===== src/rtl/brk_flag_pkg.sv =====
package brk_flag_pkg;

  // Halt context seen by every flag cell
  typedef struct packed {
    logic halted;
    logic clr_en;
  } halt_ctx_t;

  // Register accesses may change flag state unless halted with clearing off
  function automatic logic access_allowed(halt_ctx_t ctx);
    return !ctx.halted || ctx.clr_en;
  endfunction

endpackage


===== src/rtl/brk_rst_sync.sv =====
module brk_rst_sync #(
  parameter int STAGES = 2
) (
  input  logic clk,
  input  logic rst_n,
  output logic rst_s_n
);
  logic [STAGES-1:0] chain_q;
  logic [STAGES-1:0] chain_d;

  always_comb begin
    chain_d = {chain_q[STAGES-2:0], 1'b1};
  end

  always_ff @(posedge clk or negedge rst_n) begin
    if (!rst_n) chain_q <= '0;
    else        chain_q <= chain_d;
  end

  assign rst_s_n = chain_q[STAGES-1];
endmodule


===== src/rtl/brk_halt_ctl.sv =====
module brk_halt_ctl
  import brk_flag_pkg::*;
(
  input  logic      clk,
  input  logic      rst_s_n,
  input  logic      halt_i,
  input  logic      cfg_we_i,
  input  logic      cfg_wdata_i,
  output logic      clr_en_o,
  output logic      entry_o,
  output halt_ctx_t ctx_o
);
  logic clr_en_q, clr_en_d;
  logic halt_q, halt_d;
  logic entry_q, entry_d;

  always_comb begin
    clr_en_d = clr_en_q;
    if (cfg_we_i) clr_en_d = cfg_wdata_i;
    halt_d  = halt_i;
    entry_d = halt_i && !halt_q;
  end

  always_ff @(posedge clk or negedge rst_s_n) begin
    if (!rst_s_n) begin
      clr_en_q <= 1'b0;
      halt_q   <= 1'b0;
      entry_q  <= 1'b0;
    end else begin
      clr_en_q <= clr_en_d;
      halt_q   <= halt_d;
      entry_q  <= entry_d;
    end
  end

  assign clr_en_o     = clr_en_q;
  assign entry_o      = entry_q;
  assign ctx_o.halted = halt_i;
  assign ctx_o.clr_en = clr_en_q;
endmodule


===== src/rtl/brk_flag_cell.sv =====
module brk_flag_cell
  import brk_flag_pkg::*;
(
  input  logic      clk,
  input  logic      rst_s_n,
  input  halt_ctx_t ctx_i,
  input  logic      set_i,
  input  logic      stat_rd_i,
  input  logic      data_acc_i,
  output logic      flag_o,
  output logic      armed_o
);
  logic flag_q, flag_d;
  logic armed_q, armed_d;
  logic allow;

  always_comb begin
    allow   = access_allowed(ctx_i);
    flag_d  = flag_q;
    armed_d = armed_q;
    if (set_i) begin
      flag_d  = 1'b1;
      armed_d = 1'b0;
    end else if (allow) begin
      if (data_acc_i && armed_q) begin
        flag_d  = 1'b0;
        armed_d = 1'b0;
      end else if (stat_rd_i && flag_q) begin
        armed_d = 1'b1;
      end
    end
  end

  always_ff @(posedge clk or negedge rst_s_n) begin
    if (!rst_s_n) begin
      flag_q  <= 1'b0;
      armed_q <= 1'b0;
    end else begin
      flag_q  <= flag_d;
      armed_q <= armed_d;
    end
  end

  assign flag_o  = flag_q;
  assign armed_o = armed_q;
endmodule


===== src/rtl/brk_flag_guard.sv =====
module brk_flag_guard
  import brk_flag_pkg::*;
#(
  parameter int NUM_FLAGS  = 4,
  parameter int RST_STAGES = 2
) (
  input  logic                 clk,
  input  logic                 rst_n,
  input  logic                 halt_i,
  input  logic                 cfg_we_i,
  input  logic                 cfg_wdata_i,
  output logic                 cfg_rdata_o,
  input  logic [NUM_FLAGS-1:0] set_i,
  input  logic                 stat_rd_i,
  input  logic [NUM_FLAGS-1:0] data_acc_i,
  output logic [NUM_FLAGS-1:0] flag_o,
  output logic                 halt_entry_o
);
  logic                 rst_s_n;
  halt_ctx_t            ctx;
  logic [NUM_FLAGS-1:0] armed;

  brk_rst_sync #(.STAGES(RST_STAGES)) u_rst (
    .clk     (clk),
    .rst_n   (rst_n),
    .rst_s_n (rst_s_n)
  );

  brk_halt_ctl u_ctl (
    .clk         (clk),
    .rst_s_n     (rst_s_n),
    .halt_i      (halt_i),
    .cfg_we_i    (cfg_we_i),
    .cfg_wdata_i (cfg_wdata_i),
    .clr_en_o    (cfg_rdata_o),
    .entry_o     (halt_entry_o),
    .ctx_o       (ctx)
  );

  for (genvar g = 0; g < NUM_FLAGS; g++) begin : g_flag
    brk_flag_cell u_cell (
      .clk        (clk),
      .rst_s_n    (rst_s_n),
      .ctx_i      (ctx),
      .set_i      (set_i[g]),
      .stat_rd_i  (stat_rd_i),
      .data_acc_i (data_acc_i[g]),
      .flag_o     (flag_o[g]),
      .armed_o    (armed[g])
    );
  end
endmodule


===== config.mk =====
export PLATFORM = sky130hd
export DESIGN_NAME = brk_flag_guard
export DESIGN_NICKNAME = d
export VERILOG_FILES = /design/src/rtl/brk_flag_pkg.sv /design/src/rtl/brk_rst_sync.sv /design/src/rtl/brk_halt_ctl.sv /design/src/rtl/brk_flag_cell.sv /design/src/rtl/brk_flag_guard.sv
export SDC_FILE = /design/constraint.sdc
export NUM_CORES = 1
export LEC_CHECK = 0
export BUFFER_PORTS_ARGS = -buffer_cell sky130_fd_sc_hd__buf_2
export CELL_PAD_IN_SITES_DETAIL_PLACEMENT = 0
export CELL_PAD_IN_SITES_GLOBAL_PLACEMENT = 1
export CORE_MARGIN = 2
export CORE_UTILIZATION = 34
export CTS_CLUSTER_SIZE = 25
export DETAILED_ROUTE_END_ITERATION = 12
export PLACE_DENSITY = 0.71
export SLEW_MARGIN = 20
export SYNTH_ARGS = -nofsm -noshare
export SYNTH_HDL_FRONTEND = slang
export SYNTH_HIERARCHICAL = 1
export SYNTH_SLANG_ARGS = --single-unit

===== constraint.sdc =====
create_clock -name clk -period 0.8 [get_ports clk]
set_input_delay 0.08 -clock clk [delete_from_list [all_inputs] [get_ports clk]]
set_output_delay 0.08 -clock clk [all_outputs]
set_load 0.02 [all_outputs]

Word level (Yosys, flattened, before mapping):

Index checks and enable logic that the tools add are counted.

* memories kept: 0
* word-level logic and storage cells: 72
* bits in latches: 0
* ROM bits: 0
* flip-flop bits (word level): 13
* bits in writable memories: 0
* input port bits: 14
* output and inout port bits: 6

* $mul: 0
* add/subtract/negate cells: 0
* mux-type cells: 28
* reduce and logical (&&, ||, !) cells: 32
* bitwise logic cells: 0
* shift-type cells: 0
* magnitude comparators: 0
* equality and inequality tests: 0
* div/mod/pow operators: 0

Operators by type and width (number)
* 1-bit two-way mux: 28
* 2-bit AND reduction: 8
* 2-bit nonzero test: 8
* 3-bit nonzero test: 4
* 1-bit logical AND: 9
* 1-bit logical NOT: 2
* 1-bit logical OR: 1

Logic depth before layout (Yosys ltp):

* word-level depth: 5
* gate-level depth with buffers: 4
* mapped depth without buffers: 3

Modules after synthesis:

The synthesis kept the hierarchy.

By module, submodules not included
* brk_flag_cell: sequential area each 50.0 sq um, area each 102.6 sq um, times used 4, cells an instance 11
* brk_halt_ctl: sequential area each 75.1 sq um, area each 111.4 sq um, times used 1, cells an instance 7
* brk_rst_sync: sequential area each 50.0 sq um, area each 53.8 sq um, times used 1, cells an instance 3

Worst setup path after synthesis:

No wires, ideal clock.

* path kind: register to register
* start point: register u_ctl.clr_en_q (netlist: u_ctl/clr_en_o)
* end point: register g_flag[0].u_cell.armed_q
* required time: 0.723 ns
* buffers on the path: 1
* period minus slack after synthesis: 1.238 ns
* data arrival time: 1.161 ns
* cell stages (with the launch flop): 5
* slack: -0.438 ns
* setup time: 0.077 ns
* path through: dfrtp_1 -> buf_4 -> nor2b_4 -> or3_1 -> a21oi_1

* longest elaborated chain between the ends: 3

Ends and longest elaborated chain
* from (decl): line brk_halt_ctl.sv:13 `logic clr_en_q, clr_en_d;`
* from (signal assigned): line brk_halt_ctl.sv:30 `clr_en_q <= clr_en_d;`
* 1-bit logical OR: line brk_flag_pkg.sv:11 `return !ctx.halted || ctx.clr_en;`
* 2-bit nonzero test (no source line)
* 2-bit AND reduction (no source line)
* to (signal assigned): line brk_flag_cell.sv:40 `armed_q <= armed_d;`
* to (decl): line brk_flag_cell.sv:14 `logic armed_q, armed_d;`

No other way between the ends.
A chain may end at the register's enable or synchronous reset.

Worst setup path after layout:

Same ends and word-level chain as after synthesis.

==> flow_metrics.env <==
export IMPL_drive_gt1_share_pct=46.8
export IMPL_drcViolationCount=0
export IMPL_die_area_mm2=0.00204
export IMPL_synth_xor_area_share_pct=0
export IMPL_fmax_mhz=930
export IMPL_vias_per_cell=4.53
export IMPL_ios=20
export IMPL_yosysSeqAreaShare_pct=56.5
export IMPL_setup_ws_ns=-0.275
export IMPL_required_ns=1.00
export IMPL_ir_drop_uv=965
export IMPL_hold_worst_slack_ns=0.0431
export IMPL_violations="negative setup slack"
export IMPL_met3_usage_pct=7.20
export IMPL_muxShareOfSynthArea_pct=2.61
export IMPL_route_vias_total=498
export IMPL_multi_input_area_um2=231
export IMPL_skew_ns=0.00423
export IMPL_grt_max_degree=12
export IMPL_first_iter_violations=5
export IMPL_place_gp_congestion=0.690
export IMPL_power_density_mw_per_mm2=1590
export IMPL_ys_warn_count=6
export IMPL_antenna_found_initial=0
export IMPL_n_fill_cell=139
export IMPL_slew_violations=0
export IMPL_rr_startpoint="u_ctl/clr_en_o"
export IMPL_setup_worst_path_start="u_ctl/clr_en_o"
export IMPL_grt_usage_pct=13.2
export IMPL_diodes=0
export IMPL_maxCapViolCount=0
export IMPL_grt_busiest_layer="met2"
export IMPL_clock_root_buffer="clkbuf_4"
export IMPL_layoutNonFillerInstCount=110
export IMPL_hold_viol=0
export IMPL_crit_cells=4
export IMPL_grt_met2_usage_pct=20.9
export IMPL_clkSlewWorstSetupHoldPaths_ns=0.07
export IMPL_worst_r2r_cell_count=4
export IMPL_dr_pass1_iters=4
export IMPL_synthCells=54
export IMPL_period_needed_ns=1.07
export IMPL_leakagePower_nw=0.465
export IMPL_ys_types=12
export IMPL_routedWlPerCell_um=10.7
export IMPL_startpoint_type="flip-flop"
export IMPL_rsz0062_at_grt="true"
export IMPL_dp_cells=97
export IMPL_finalSetupViolCount=15
export IMPL_synth_area_per_cell_um2=10.7
export IMPL_cts_inserted_buffers=3
export IMPL_num_rows=14
export IMPL_cts_tree="yes"
export IMPL_hold_path_class="input port to flip-flop"
export IMPL_post_route_period_util_pct=134
export IMPL_synth_top_family_by_area="simple AND/OR/NAND/NOR gates"
export IMPL_end_kind="flip-flop"
export IMPL_core_mm2=0.00154
export IMPL_crit_type="flip-flop to flip-flop"
export IMPL_synthSimpleGateAreaFrac_pct=24.6
export IMPL_synth_compound_area_share_pct=10.4
export IMPL_synth_area_um2=576
export IMPL_nNetsFinal=109
export IMPL_fp_dieW_um=45.1
export IMPL_slowest_delay_ns=0.39
export IMPL_clock_latency_ns=0.27
export IMPL_cts_sinks=13
export IMPL_initial_core_util_pct=37.3
export IMPL_final_antenna_net_count=0
export IMPL_seq_area_um2=327
export IMPL_crit_fanout=3
export IMPL_htree_levels=1
export IMPL_grt_use_met1_pct=15.4
export IMPL_status="complete, but fails checks"
export IMPL_critPathTopFamily="flip-flops"
export IMPL_critPathSlowestCell="dfrtp_2"
export IMPL_cp_num_buf_inv=1
export IMPL_syn_num_nets=68
export IMPL_die_y_um=45.1
export IMPL_area_growth_pct=62.0
export IMPL_ys_seq_elements=13
export IMPL_cts_path_max_buffers=2
export IMPL_crit_path_cell_trace="buf_6, nor2b_4, or3_1, a21oi_1"
export IMPL_dpl_hpwl_um=826
export IMPL_overflow=0
export IMPL_hold_depth=2
export IMPL_worstPathArrival_ns=1.27
export IMPL_hp_start="cfg_wdata_i"
export IMPL_synth_adder_area_share_pct=0
export IMPL_first_global_vias=463
export IMPL_port_buffers=19
export IMPL_grt_pass1_wl_um=1870
export IMPL_drt_wl_total_um=1180
flip-flops by register name, indices dropped and copies added (netlist names):
signal                 flops
g_flag.u_cell/armed_o      4
g_flag.u_cell/flag_o       4
u_rst/chain_q              2
u_ctl/clr_en_o             1
u_ctl/entry_o              1
u_ctl/halt_q               1
path summary, 6_finish.rpt:
| check | to | slack [ns] |
|---|---|---|
| setup / recovery | g_flag[0].u_cell/armed_o | -0.27 |
| hold / removal | u_ctl/clr_en_o | 0.04 |
| setup reg to reg | g_flag[0].u_cell/armed_o | -0.27 |
| hold reg to reg | g_flag[3].u_cell/armed_o | 0.15 |
| max in group asynchronous | u_ctl/clr_en_o | 0.48 |
| min in group asynchronous | u_rst/chain_q[0] | 0.12 |
routing by layer:
| metal | wire (µm) | up-vias |
|---|---|---|
| li1 | - | 253 |
| met1 | 530 | 226 |
| met2 | 558 | 17 |
| met3 | 81 | 2 |
| met4 | 9 | 0 |
| met5 | 0 | - |
layout make-up:
type | count | share of cell area (%)
Sequential cell | 13 | 35.0
Timing Repair Buffer | 38 | 33.6
Multi-Input combinational cell | 35 | 24.8
Clock buffer | 4 | 2.82
Tap cell | 16 | 2.15
Inverter | 4 | 1.61
through the flow:
step / worst slack [ns] / setup TNS (ns) / total power, W / cell area [µm²] / utilization [%]
floorplan: -0.292 / -1.74 / 0.000888 / 581 / -
global placement: -0.222 / -1.69 / 0.00100 / 752 / 48.8
detailed placement: -0.257 / -1.89 / 0.00101 / 752 / 48.8
CTS: -0.260 / -2.67 / 0.00147 / 896 / 58.1
global route: -0.318 / -3.20 / 0.00159 / 932 / 60.5
finish: -0.275 / -2.50 / 0.00148 / 932 / 60.5
synth_stat cells:
| library cell | number | area (µm²) |
|---|---|---|
| a21oi_1 | 4 | 20.0 |
| buf_4 | 2 | 15.0 |
| conb_1 | 1 | 3.75 |
| dfrtp_1 | 13 | 325 |
| inv_1 | 4 | 15.0 |
| mux2_4 | 1 | 15.0 |
| nand2_1 | 8 | 30.0 |
| nand2b_1 | 4 | 25.0 |
| nor2b_1 | 1 | 6.26 |
| nor2b_4 | 4 | 55.1 |
| o21ai_0 | 8 | 40.0 |
| or3_1 | 4 | 25.0 |
cells by family after synthesis:
| logic type | Yosys count |
|---|---|
| flops | 13 |
| mux | 1 |
| other cells | 1 |
| compound gates | 12 |
| buf+inv | 6 |
| simple gates | 21 |
where the power goes:
| part | total, W | internal [W] | switching (W) |
|---|---|---|---|
| clock network | 0.000387 | 0.000193 | 0.000194 |
| logic | 0.000366 | 0.000218 | 0.000148 |
| registers | 0.000729 | 0.000702 | 0.0000268 |
worst register-to-register path, cell delays in order (launching register included):
cell,delay (ns)
dfrtp_2,0.39
buf_6,0.12
nor2b_4,0.04
or3_1,0.30
a21oi_1,0.16
cells in the final DEF, fill, tap and decap left out:
cell           count
a21oi_1            4
buf_2             13
buf_4              7
buf_6             12
clkbuf_1           1
clkbuf_4           3
conb_1             1
dfrtp_1           12
dfrtp_2            1
dlygate4sd3_1      6
inv_1              4
mux2_4             1
nand2_1            8
nand2b_1           4
nor2b_1            1
nor2b_4            4
o21ai_0            4
o21ai_1            1
o21ai_2            3
or3_1              4
timing repair:
item,CTS,global route
pin swaps,0,4
buffers inserted,2,1
endpoints found under the setup margin,15,15
gates resized for setup,15,10
hold buffers,6,0
hold endpoints to repair,7,0
Power figures use the tool's default switching activity.
